`config.mk`:
```
export PLATFORM = sky130hd
export DESIGN_NAME = surge_cycle_ctrl
export DESIGN_NICKNAME = d
export VERILOG_FILES = /design/src/rtl/surge_pkg.sv /design/src/rtl/surge_sync.sv /design/src/rtl/surge_cfg_regs.sv /design/src/rtl/surge_trig_qual.sv /design/src/rtl/surge_phase_fsm.sv /design/src/rtl/surge_cycle_ctrl.sv
export SDC_FILE = /design/constraint.sdc
export NUM_CORES = 1
export LEC_CHECK = 0
export BUFFER_PORTS_ARGS = -buffer_cell sky130_fd_sc_hd__buf_2
export CAP_MARGIN = 20
export CORE_ASPECT_RATIO = 1.25
export CORE_MARGIN = 4
export CORE_UTILIZATION = 55
export CTS_CLUSTER_DIAMETER = 150
export CTS_CLUSTER_SIZE = 30
export DETAILED_ROUTE_END_ITERATION = 6
export PLACE_DENSITY = 0.79
export SYNTH_ARGS = -nofsm -noshare
export SYNTH_HDL_FRONTEND = slang
export SYNTH_HIERARCHICAL = 1
export SYNTH_SLANG_ARGS = --single-unit
```
`constraint.sdc`:
```
create_clock -name clk -period 3.05 [get_ports clk]
set_input_delay 0 -clock clk [delete_from_list [all_inputs] [get_ports clk]]
set_output_delay 0 -clock clk [all_outputs]
set_load 0.01 [all_outputs]
```
`src/rtl/surge_pkg.sv`:
```
package surge_pkg;
  localparam int CODE_W = 2;
  localparam int MS_W   = 6;
  localparam int WORD_W = 8;

  typedef enum logic [1:0] {
    PH_IDLE  = 2'd0,
    PH_OVLD  = 2'd1,
    PH_RELAX = 2'd2
  } phase_e;

  // read/write word layout, MSB first
  typedef struct packed {
    logic              relax_stat;
    logic              ovld_stat;
    logic              en_under;
    logic              en_over;
    logic [CODE_W-1:0] cyc_code;
    logic [CODE_W-1:0] ovl_code;
  } cfg_word_t;

  function automatic logic [MS_W-1:0] ovl_ticks(input logic [CODE_W-1:0] c);
    case (c)
      2'd0:    ovl_ticks = MS_W'(1);
      2'd1:    ovl_ticks = MS_W'(2);
      2'd2:    ovl_ticks = MS_W'(10);
      default: ovl_ticks = MS_W'(20);
    endcase
  endfunction

  function automatic logic [MS_W-1:0] cyc_ticks(input logic [CODE_W-1:0] c);
    case (c)
      2'd0:    cyc_ticks = MS_W'(5);
      2'd1:    cyc_ticks = MS_W'(10);
      2'd2:    cyc_ticks = MS_W'(20);
      default: cyc_ticks = MS_W'(40);
    endcase
  endfunction
endpackage

```
`src/rtl/surge_sync.sv`:
```
module surge_sync #(
  parameter int W      = 2,
  parameter int STAGES = 2
) (
  input  logic         clk,
  input  logic         rst_n,
  input  logic [W-1:0] d,
  output logic [W-1:0] q
);
  logic [W-1:0] st [STAGES];

  for (genvar s = 0; s < STAGES; s++) begin : g_stage
    if (s == 0) begin : g_first
      always_ff @(posedge clk or negedge rst_n) begin
        if (!rst_n) st[s] <= '0;
        else        st[s] <= d;
      end
    end else begin : g_next
      always_ff @(posedge clk or negedge rst_n) begin
        if (!rst_n) st[s] <= '0;
        else        st[s] <= st[s-1];
      end
    end
  end

  assign q = st[STAGES-1];
endmodule

```
`src/rtl/surge_cfg_regs.sv`:
```
module surge_cfg_regs
  import surge_pkg::*;
(
  input  logic              clk,
  input  logic              rst_n,
  input  logic              adapter_ok,
  input  logic              cfg_wr,
  input  logic [WORD_W-1:0] cfg_wdata,
  input  logic              ovld_on,
  input  logic              relax_on,
  output logic [CODE_W-1:0] ovl_code,
  output logic [CODE_W-1:0] cyc_code,
  output logic              en_over,
  output logic              en_under,
  output logic              clr_ovld,
  output logic              clr_relax,
  output logic [WORD_W-1:0] cfg_rdata
);
  cfg_word_t wr_w, rd_w;

  assign wr_w = cfg_word_t'(cfg_wdata);

  always_ff @(posedge clk or negedge rst_n) begin
    if (!rst_n) begin
      ovl_code <= 2'b00;
      cyc_code <= 2'b10;
      en_over  <= 1'b0;
      en_under <= 1'b0;
    end else begin
      if (cfg_wr) begin
        ovl_code <= wr_w.ovl_code;
        cyc_code <= wr_w.cyc_code;
      end
      if (!adapter_ok) begin
        en_over  <= 1'b0;
        en_under <= 1'b0;
      end else if (cfg_wr) begin
        en_over  <= wr_w.en_over;
        en_under <= wr_w.en_under;
      end
    end
  end

  // status bits are write-0-to-exit; a 1 written is no request
  assign clr_ovld  = cfg_wr && !wr_w.ovld_stat;
  assign clr_relax = cfg_wr && !wr_w.relax_stat;

  always_comb begin
    rd_w.relax_stat = relax_on;
    rd_w.ovld_stat  = ovld_on;
    rd_w.en_under   = en_under;
    rd_w.en_over    = en_over;
    rd_w.cyc_code   = cyc_code;
    rd_w.ovl_code   = ovl_code;
  end

  assign cfg_rdata = rd_w;
endmodule

```
`src/rtl/surge_trig_qual.sv`:
```
module surge_trig_qual #(
  parameter int SYNC_STAGES = 2
) (
  input  logic clk,
  input  logic rst_n,
  input  logic i_over_flag,
  input  logic v_under_flag,
  input  logic en_over,
  input  logic en_under,
  output logic trig,
  output logic mode_en
);
  logic [1:0] flags_s;

  surge_sync #(.W(2), .STAGES(SYNC_STAGES)) u_sync (
    .clk   (clk),
    .rst_n (rst_n),
    .d     ({v_under_flag, i_over_flag}),
    .q     (flags_s)
  );

  assign trig    = (en_over && flags_s[0]) || (en_under && flags_s[1]);
  assign mode_en = en_over || en_under;
endmodule

```
`src/rtl/surge_phase_fsm.sv`:
```
module surge_phase_fsm
  import surge_pkg::*;
(
  input  logic              clk,
  input  logic              rst_n,
  input  logic              ms_tick,
  input  logic              trig,
  input  logic              mode_en,
  input  logic              adapter_ok,
  input  logic              clr_ovld,
  input  logic              clr_relax,
  input  logic [CODE_W-1:0] ovl_code,
  input  logic [CODE_W-1:0] cyc_code,
  output phase_e            phase
);
  logic [MS_W-1:0] cnt;
  logic [MS_W-1:0] ov_len, cy_len, rlx_len;

  assign ov_len  = ovl_ticks(ovl_code);
  assign cy_len  = cyc_ticks(cyc_code);
  assign rlx_len = (cy_len > ov_len) ? (cy_len - ov_len) : '0;

  always_ff @(posedge clk or negedge rst_n) begin
    if (!rst_n) begin
      phase <= PH_IDLE;
      cnt   <= '0;
    end else if (!adapter_ok || !mode_en) begin
      phase <= PH_IDLE;
      cnt   <= '0;
    end else begin
      case (phase)
        PH_IDLE: begin
          if (ms_tick && trig) begin
            phase <= PH_OVLD;
            cnt   <= ov_len;
          end
        end
        PH_OVLD: begin
          if (clr_ovld) begin
            phase <= PH_IDLE;
            cnt   <= '0;
          end else if (ms_tick) begin
            if (cnt <= MS_W'(1)) begin
              if (rlx_len != '0) begin
                phase <= PH_RELAX;
                cnt   <= rlx_len;
              end else begin
                phase <= PH_IDLE;
                cnt   <= '0;
              end
            end else begin
              cnt <= cnt - 1'b1;
            end
          end
        end
        PH_RELAX: begin
          if (clr_relax) begin
            phase <= PH_IDLE;
            cnt   <= '0;
          end else if (ms_tick) begin
            if (cnt <= MS_W'(1)) begin
              phase <= PH_IDLE;
              cnt   <= '0;
            end else begin
              cnt <= cnt - 1'b1;
            end
          end
        end
        default: begin
          phase <= PH_IDLE;
          cnt   <= '0;
        end
      endcase
    end
  end
endmodule

```
`src/rtl/surge_cycle_ctrl.sv`:
```
module surge_cycle_ctrl
  import surge_pkg::*;
#(
  parameter int SYNC_STAGES = 2
) (
  input  logic       clk,
  input  logic       rst_n,
  input  logic       ms_tick,
  input  logic       i_over_flag,
  input  logic       v_under_flag,
  input  logic       adapter_ok,
  input  logic       cfg_wr,
  input  logic [7:0] cfg_wdata,
  output logic [7:0] cfg_rdata,
  output logic       ilim_hi_sel,
  output logic       ovld_stat,
  output logic       relax_stat
);
  logic [CODE_W-1:0] ovl_code, cyc_code;
  logic              en_over, en_under, clr_ovld, clr_relax;
  logic              trig, mode_en;
  phase_e            phase;

  surge_cfg_regs u_regs (
    .clk       (clk),
    .rst_n     (rst_n),
    .adapter_ok(adapter_ok),
    .cfg_wr    (cfg_wr),
    .cfg_wdata (cfg_wdata),
    .ovld_on   (ovld_stat),
    .relax_on  (relax_stat),
    .ovl_code  (ovl_code),
    .cyc_code  (cyc_code),
    .en_over   (en_over),
    .en_under  (en_under),
    .clr_ovld  (clr_ovld),
    .clr_relax (clr_relax),
    .cfg_rdata (cfg_rdata)
  );

  surge_trig_qual #(.SYNC_STAGES(SYNC_STAGES)) u_qual (
    .clk         (clk),
    .rst_n       (rst_n),
    .i_over_flag (i_over_flag),
    .v_under_flag(v_under_flag),
    .en_over     (en_over),
    .en_under    (en_under),
    .trig        (trig),
    .mode_en     (mode_en)
  );

  surge_phase_fsm u_fsm (
    .clk       (clk),
    .rst_n     (rst_n),
    .ms_tick   (ms_tick),
    .trig      (trig),
    .mode_en   (mode_en),
    .adapter_ok(adapter_ok),
    .clr_ovld  (clr_ovld),
    .clr_relax (clr_relax),
    .ovl_code  (ovl_code),
    .cyc_code  (cyc_code),
    .phase     (phase)
  );

  assign ovld_stat   = (phase == PH_OVLD);
  assign relax_stat  = (phase == PH_RELAX);
  assign ilim_hi_sel = (phase == PH_OVLD);
endmodule

```
==> flow_summary.json, run 1 <==
{
  "drive_gt1_frac": 0.222,
  "required_ps": 3240,
  "die_x_um": 53.8,
  "grt_use_total": 0.211,
  "hold_depth": 2,
  "cap_violations": 0,
  "outcome": "finished clean",
  "p_seq_frac": 0.413,
  "routed_via_density": 5.77,
  "min_from": "cfg_wr",
  "p_clk_frac": 0.237,
  "path_clk_slew_ps": 110,
  "root_buffer": "clkbuf_4",
  "dp.cells": 204,
  "synth_nets": 186,
  "critPathKind": "flop to flop",
  "cp-end-kind": "flop",
  "hold_path_end": "u_regs/cyc_code[1]",
  "setup_viol": 0,
  "grt-ovfl-total": 0,
  "grt_start_max_net_pins": 19,
  "post-route-min-period_ps": 2500,
  "fin_nets": 212,
  "final_hold_viol_count": 0,
  "p_int_uw": 424,
  "rsz0062_at_grt": "no",
  "hp-class": "input port to flop",
  "drt_iter0_drc": 62,
  "async_reset_ff_frac": 1.00,
  "portBuffers": 25,
  "grt_use_met1": 0.253,
  "tightest_slew_ps": 548,
  "fmax_mhz": 400,
  "timing.rr.end": "u_fsm/cnt[3]",
  "reg2reg_depth": 9,
  "routedWlPerCell_um": 14.8,
  "final_antenna_net_count": 0,
  "vias": 1257,
  "setup_tns_ps": 0,
  "skew_ps": 12.1,
  "place_hpwl_um": 2400,
  "ys_ff_latch": 18,
  "syn_inst": 160,
  "antenna_found_initial": 0,
  "grt_pass1_vias": 1223,
  "multiInputGateArea_um2": 848,
  "cts_buffer_depth": 2,
  "cts_buffers": 3,
  "worstSetupStartpointType": "flop",
  "fin_crit_sh": 0.820,
  "grt_use_met3": 0.0317,
  "cp.arrival_ps": 2690,
  "fillCellCount": 203,
  "grt_pass1_wl_um": 5460,
  "whs_ps": 110,
  "num_rows": 20,
  "post_cts_buffers": 0,
  "tritoncts": "built",
  "p_total_uw": 635,
  "die-area_um2": 3500,
  "start_util": 0.581,
  "syn_area_per_cell_um2": 8.99,
  "syn-cell-area_um2": 1440,
  "cts.sinks": 18,
  "ys.flop_type": "dfrtp_1",
  "dr.pass1.iters": 4,
  "ys_types": 47,
  "htree_levels": 1,
  "clock_latency_ps": 300,
  "p_per_area_nw_per_um2": 387,
  "switching_share": 0.331,
  "p_sw_uw": 210,
  "drc": 0,
  "routabilityCongestion": 0.939,
  "p_comb_frac": 0.350,
  "leakagePower_nw": 0.774,
  "synth_edf_count": 0,
  "relSlewSlack": 0.633,
  "rrSetupSlack_ps": 550,
  "final_cell_mix": "buf_2, dfrtp_1, nor2_1, nand2_1",
  "yosysWarnings": 6,
  "core-area_um2": 2480,
  "ir_worst_vdd_mv": 0.375,
  "syn_to_final_growth_pct": 14.0,
  "final_max_slew_viol_count": 0,
  "finalNonFillerCells": 218,
  "worst-path-max-fanout": 11,
  "seq_area_frac_synth": 0.314,
  "wl_um": 3230,
  "die_h_um": 65.2,
  "io_pins": 26,
  "met2_usage": 0.367,
  "seq_area_um2": 452,
  "antenna_cells": 0,
  "mostFrequentLayoutCell": "buf_2",
  "r2r-start": "u_regs/cyc_code[1]",
  "grt-busiest-layer": "met2"
}
power groups by stage:
stage               clock network [mW]  registers, mW  logic (mW)
floorplan                            0          0.262       0.170
global placement                     0          0.265       0.205
detailed placement                   0          0.267       0.208
CTS                              0.157          0.262       0.220
global route                     0.170          0.265       0.247
finish                           0.150          0.262       0.222
worst max-delay path by stage:
stage,start,to,slack (ps)
after floorplan,u_regs/cyc_code[0],u_fsm/cnt[3],560
after global placement,u_regs/cyc_code[1],u_fsm/cnt[3],650
after detailed placement,u_regs/cyc_code[1],u_fsm/cnt[3],570
after CTS,u_regs/cyc_code[1],u_fsm/cnt[3],540
after global routing,u_regs/cyc_code[1],u_fsm/cnt[3],430
final,u_regs/cyc_code[1],u_fsm/cnt[3],550
metal layers:
metal	vias to the layer above	part of all wire
met5	-	0
met4	0	0.016
met2	45	0.52
met1	596	0.42
met3	7	0.044
li1	609	-
metrics by stage:
stage,setup WS (ps),area (µm²),util
floorplan,555,1440,-
global placement,646,1500,0.607
detailed placement,571,1500,0.607
CTS,541,1640,0.662
global route,430,1640,0.662
finish,549,1640,0.662
final cells by class:
type                       count  area share
multi-input combinational    118       0.517
sequential                    18       0.275
timing repair buffer          35       0.137
tap                           33      0.0252
inverter                      10      0.0229
clock buffer                   4      0.0221
synth_stat cells, drive strengths merged (2+ instances only):
cell type | count | area, µm²
nor3b | 3 | 22.5
buf | 12 | 93.8
o21a | 2 | 15.0
xor2 | 2 | 17.5
ha | 10 | 125
or4 | 2 | 18.8
clkbuf | 2 | 7.51
mux2 | 4 | 60.1
nand3 | 2 | 10.0
a211oi | 4 | 35.0
xnor2 | 3 | 26.3
nor3 | 4 | 31.3
a21oi | 7 | 35.0
o21ai | 11 | 55.1
inv | 10 | 37.5
a21boi | 2 | 15.0
o31ai | 3 | 22.5
nand2 | 12 | 45.0
nor2b | 7 | 43.8
nor2 | 15 | 56.3
nand4 | 2 | 12.5
a221oi | 3 | 26.3
dfrtp | 17 | 425
mux2i | 2 | 20.0
or2 | 4 | 27.5
flip-flops by register name (all words and copies together), names as in the netlist:
| register | cells |
|---|---|
| u_fsm/cnt | 6 |
| u_fsm/phase | 2 |
| u_qual/u_sync/q | 2 |
| u_qual/u_sync/st | 2 |
| u_regs/cyc_code | 2 |
| u_regs/ovl_code | 2 |
| u_regs/en_over | 1 |
| u_regs/en_under | 1 |
repair_timing:
action,4_1_cts,5_1_grt
setup endpoints to repair,0,0
endpoints found under the hold margin,27,0
hold buffers,10,0
resized for setup,0,0
cell families (layout without fill, tap and decap cells):
| group | count (synthesis) | count (layout) | share of synthesized area |
|---|---|---|---|
| DFF | 18 | 18 | 0.314 |
| and+or+nand+nor | 57 | 57 | 0.219 |
| xor gates and xnor gates | 5 | 5 | 0.0304 |
| AOI/OAI and AO/OA | 39 | 39 | 0.183 |
| adders and majority gates | 11 | 11 | 0.101 |
| buffers and inverters | 24 | 49 | 0.0965 |
| muxes | 6 | 6 | 0.0557 |
critical path, cell delays in order (launching register included):
cell,delay [ps]
dfstp_2,620
or2_2,140
ha_1,160
inv_1,60
fa_1,400
a211oi_1,300
o21a_1,250
nor2_1,80
a221oi_1,290
o31ai_1,100
Power figures use the tool's default switching activity.
==> inputs of run 2 (changes only) <==
--- a/config.mk
+++ b/config.mk
@@ -9,11 +9,11 @@
 export CAP_MARGIN = 20
 export CORE_ASPECT_RATIO = 1.25
 export CORE_MARGIN = 4
-export CORE_UTILIZATION = 55
+export CORE_UTILIZATION = 50
 export CTS_CLUSTER_DIAMETER = 150
 export CTS_CLUSTER_SIZE = 30
 export DETAILED_ROUTE_END_ITERATION = 6
-export PLACE_DENSITY = 0.79
+export PLACE_DENSITY = 0.76
 export SYNTH_ARGS = -nofsm -noshare
 export SYNTH_HDL_FRONTEND = slang
 export SYNTH_HIERARCHICAL = 1
==> constraint.sdc (replaced) <==
create_clock -name clk -period 2.2 [get_ports clk]
set_input_delay 0 -clock clk [delete_from_list [all_inputs] [get_ports clk]]
set_output_delay 0 -clock clk [all_outputs]
set_load 0.01 [all_outputs]
==> run 2 against run 1 <==
Power is 60% higher; sequential share of layout area is 3.8 points lower; register-to-register slack worse by 530 ps; fmax is 14% higher; utilization is 3.7 points higher; first-iteration DRC count is 21% lower; combinational power is 120% higher; clock power is 12% higher; cell count is 8.3% higher.
==> flow_summary.json, run 2 (same netlist as run 1, synthesis figures left out) <==
{
  "drc": 0,
  "tightest_slew_ps": 718,
  "grt_pass1_vias": 1390,
  "antenna_found_initial": 0,
  "routed_via_density": 5.72,
  "fmax_mhz": 458,
  "largest_reg_flops": 6,
  "final_max_slew_viol_count": 0,
  "htree_levels": 1,
  "vias": 1350,
  "path_clk_slew_ps": 100,
  "cp.arrival_ps": 2380,
  "dr.pass1.iters": 4,
  "grt_pass1_wl_um": 6200,
  "tritoncts": "built",
  "final_cell_mix": "buf_2, dfrtp_1, buf_4, nor2_1",
  "num_rows": 21,
  "dp.cells": 218,
  "whs_ps": 126,
  "post-route-min-period_ps": 2180,
  "die_h_um": 68.0,
  "die_x_um": 56.0,
  "setup_tns_ps": 0,
  "leakagePower_nw": 0.866,
  "clock_latency_ps": 290,
  "outcome": "finished clean",
  "mostFrequentLayoutCell": "buf_2",
  "grt-ovfl-total": 0,
  "place_hpwl_um": 2720,
  "final_area_um2": 1910,
  "fin_util": 0.699,
  "start_util": 0.527,
  "required_ps": 2400,
  "worst-path-max-fanout": 3,
  "wl_um": 3790,
  "finalNonFillerCells": 236,
  "grt_use_total": 0.208,
  "final_hold_viol_count": 0,
  "cts_buffers": 3,
  "setup_viol": 0,
  "cts.sinks": 18,
  "final_antenna_net_count": 0,
  "cp-end-kind": "flop",
  "root_buffer": "clkbuf_4",
  "drive_gt1_frac": 0.391,
  "portBuffers": 25,
  "fin_nets": 229,
  "dp_slack_ps": -70.4,
  "die-area_um2": 3810,
  "routedWlPerCell_um": 16.1,
  "cts_buffer_depth": 2,
  "drt_iter0_drc": 49,
  "grt_start_max_net_pins": 19,
  "top_register": "u_fsm/cnt",
  "worstSetupStartpointType": "flop",
  "syn_to_final_growth_pct": 32.8,
  "ir_worst_vdd_mv": 0.423,
  "post_dp_cell_area_um2": 1640,
  "relSlewSlack": 0.520,
  "critPathKind": "flop to flop",
  "fin_ws_ps": 15.9,
  "core-area_um2": 2730,
  "rsz0062_at_grt": "yes",
  "cap_violations": 0,
  "routabilityCongestion": 0.877,
  "skew_ps": 5.36,
  "p_total_mw": 1.02,
  "io_pins": 26,
  "p_per_area_nw_per_um2": 532,
  "fin_crit_sh": 0.993,
  "hp-class": "input port to flop",
  "antenna_cells": 0
}
-- run 2: cell types whose count changed in the layout (fill, tap and decap cells not counted), sizes merged --
cell | previous run | this run
buf | 25 | 40
dlygate4sd3 | 10 | 12
-- run 2: area by class of cell --
class / count / area, µm²
multi-input combinational: 118 / 993
fill: 201 / 822
sequential: 18 / 453
timing repair buffer: 52 / 358
tap: 34 / 42.5
inverter: 10 / 37.5
clock buffer: 4 / 26.3
-- run 2: worst max-delay path, stage by stage (launching register included) --
cell      delay, ps
dfrtp_1         410
inv_2            70
ha_4            270
inv_2            40
ha_1            290
nor2b_1         240
o22a_1          220
xor2_2          230
a221oi_2         90
o31ai_1         230
-- run 2: worst paths after layout --
path | startpoint | to | slack, ps | depth (start not counted)
max in group asynchronous | rst_n | u_regs/cyc_code[1] | 1720 | 2
worst min-delay path | cfg_wr | u_regs/cyc_code[0] | 130 | 2
worst min register to register | u_qual/u_sync/st[3] | u_qual/u_sync/q[1] | 360 | 0
min in group asynchronous | rst_n | u_fsm/cnt[3] | 150 | 2
worst max-delay path | u_regs/ovl_code[0] | u_fsm/cnt[3] | 20 | 9
worst max register to register | u_regs/ovl_code[0] | u_fsm/cnt[3] | 20 | 9
-- run 2: repair_timing --
action                                  4_1_cts  5_1_grt
hold buffers                                 12        0
endpoints found under the hold margin        27        0
endpoints found under the setup margin        3        5
pin swaps                                     5        6
buffers inserted                              1        1
gates resized for setup                       6       13
-- run 2: report_power, final --
group / internal, mW / switching, mW
combinational: 0.254 / 0.237
clock: 0.0705 / 0.0977
sequential: 0.346 / 0.0113
-- run 2: metal layers --
layer / GRT usage / wire, µm
met1: 0.220 / 1510
met2: 0.414 / 2000
met3: 0.0170 / 168
met4: 0.107 / 114
met5: 0 / 0
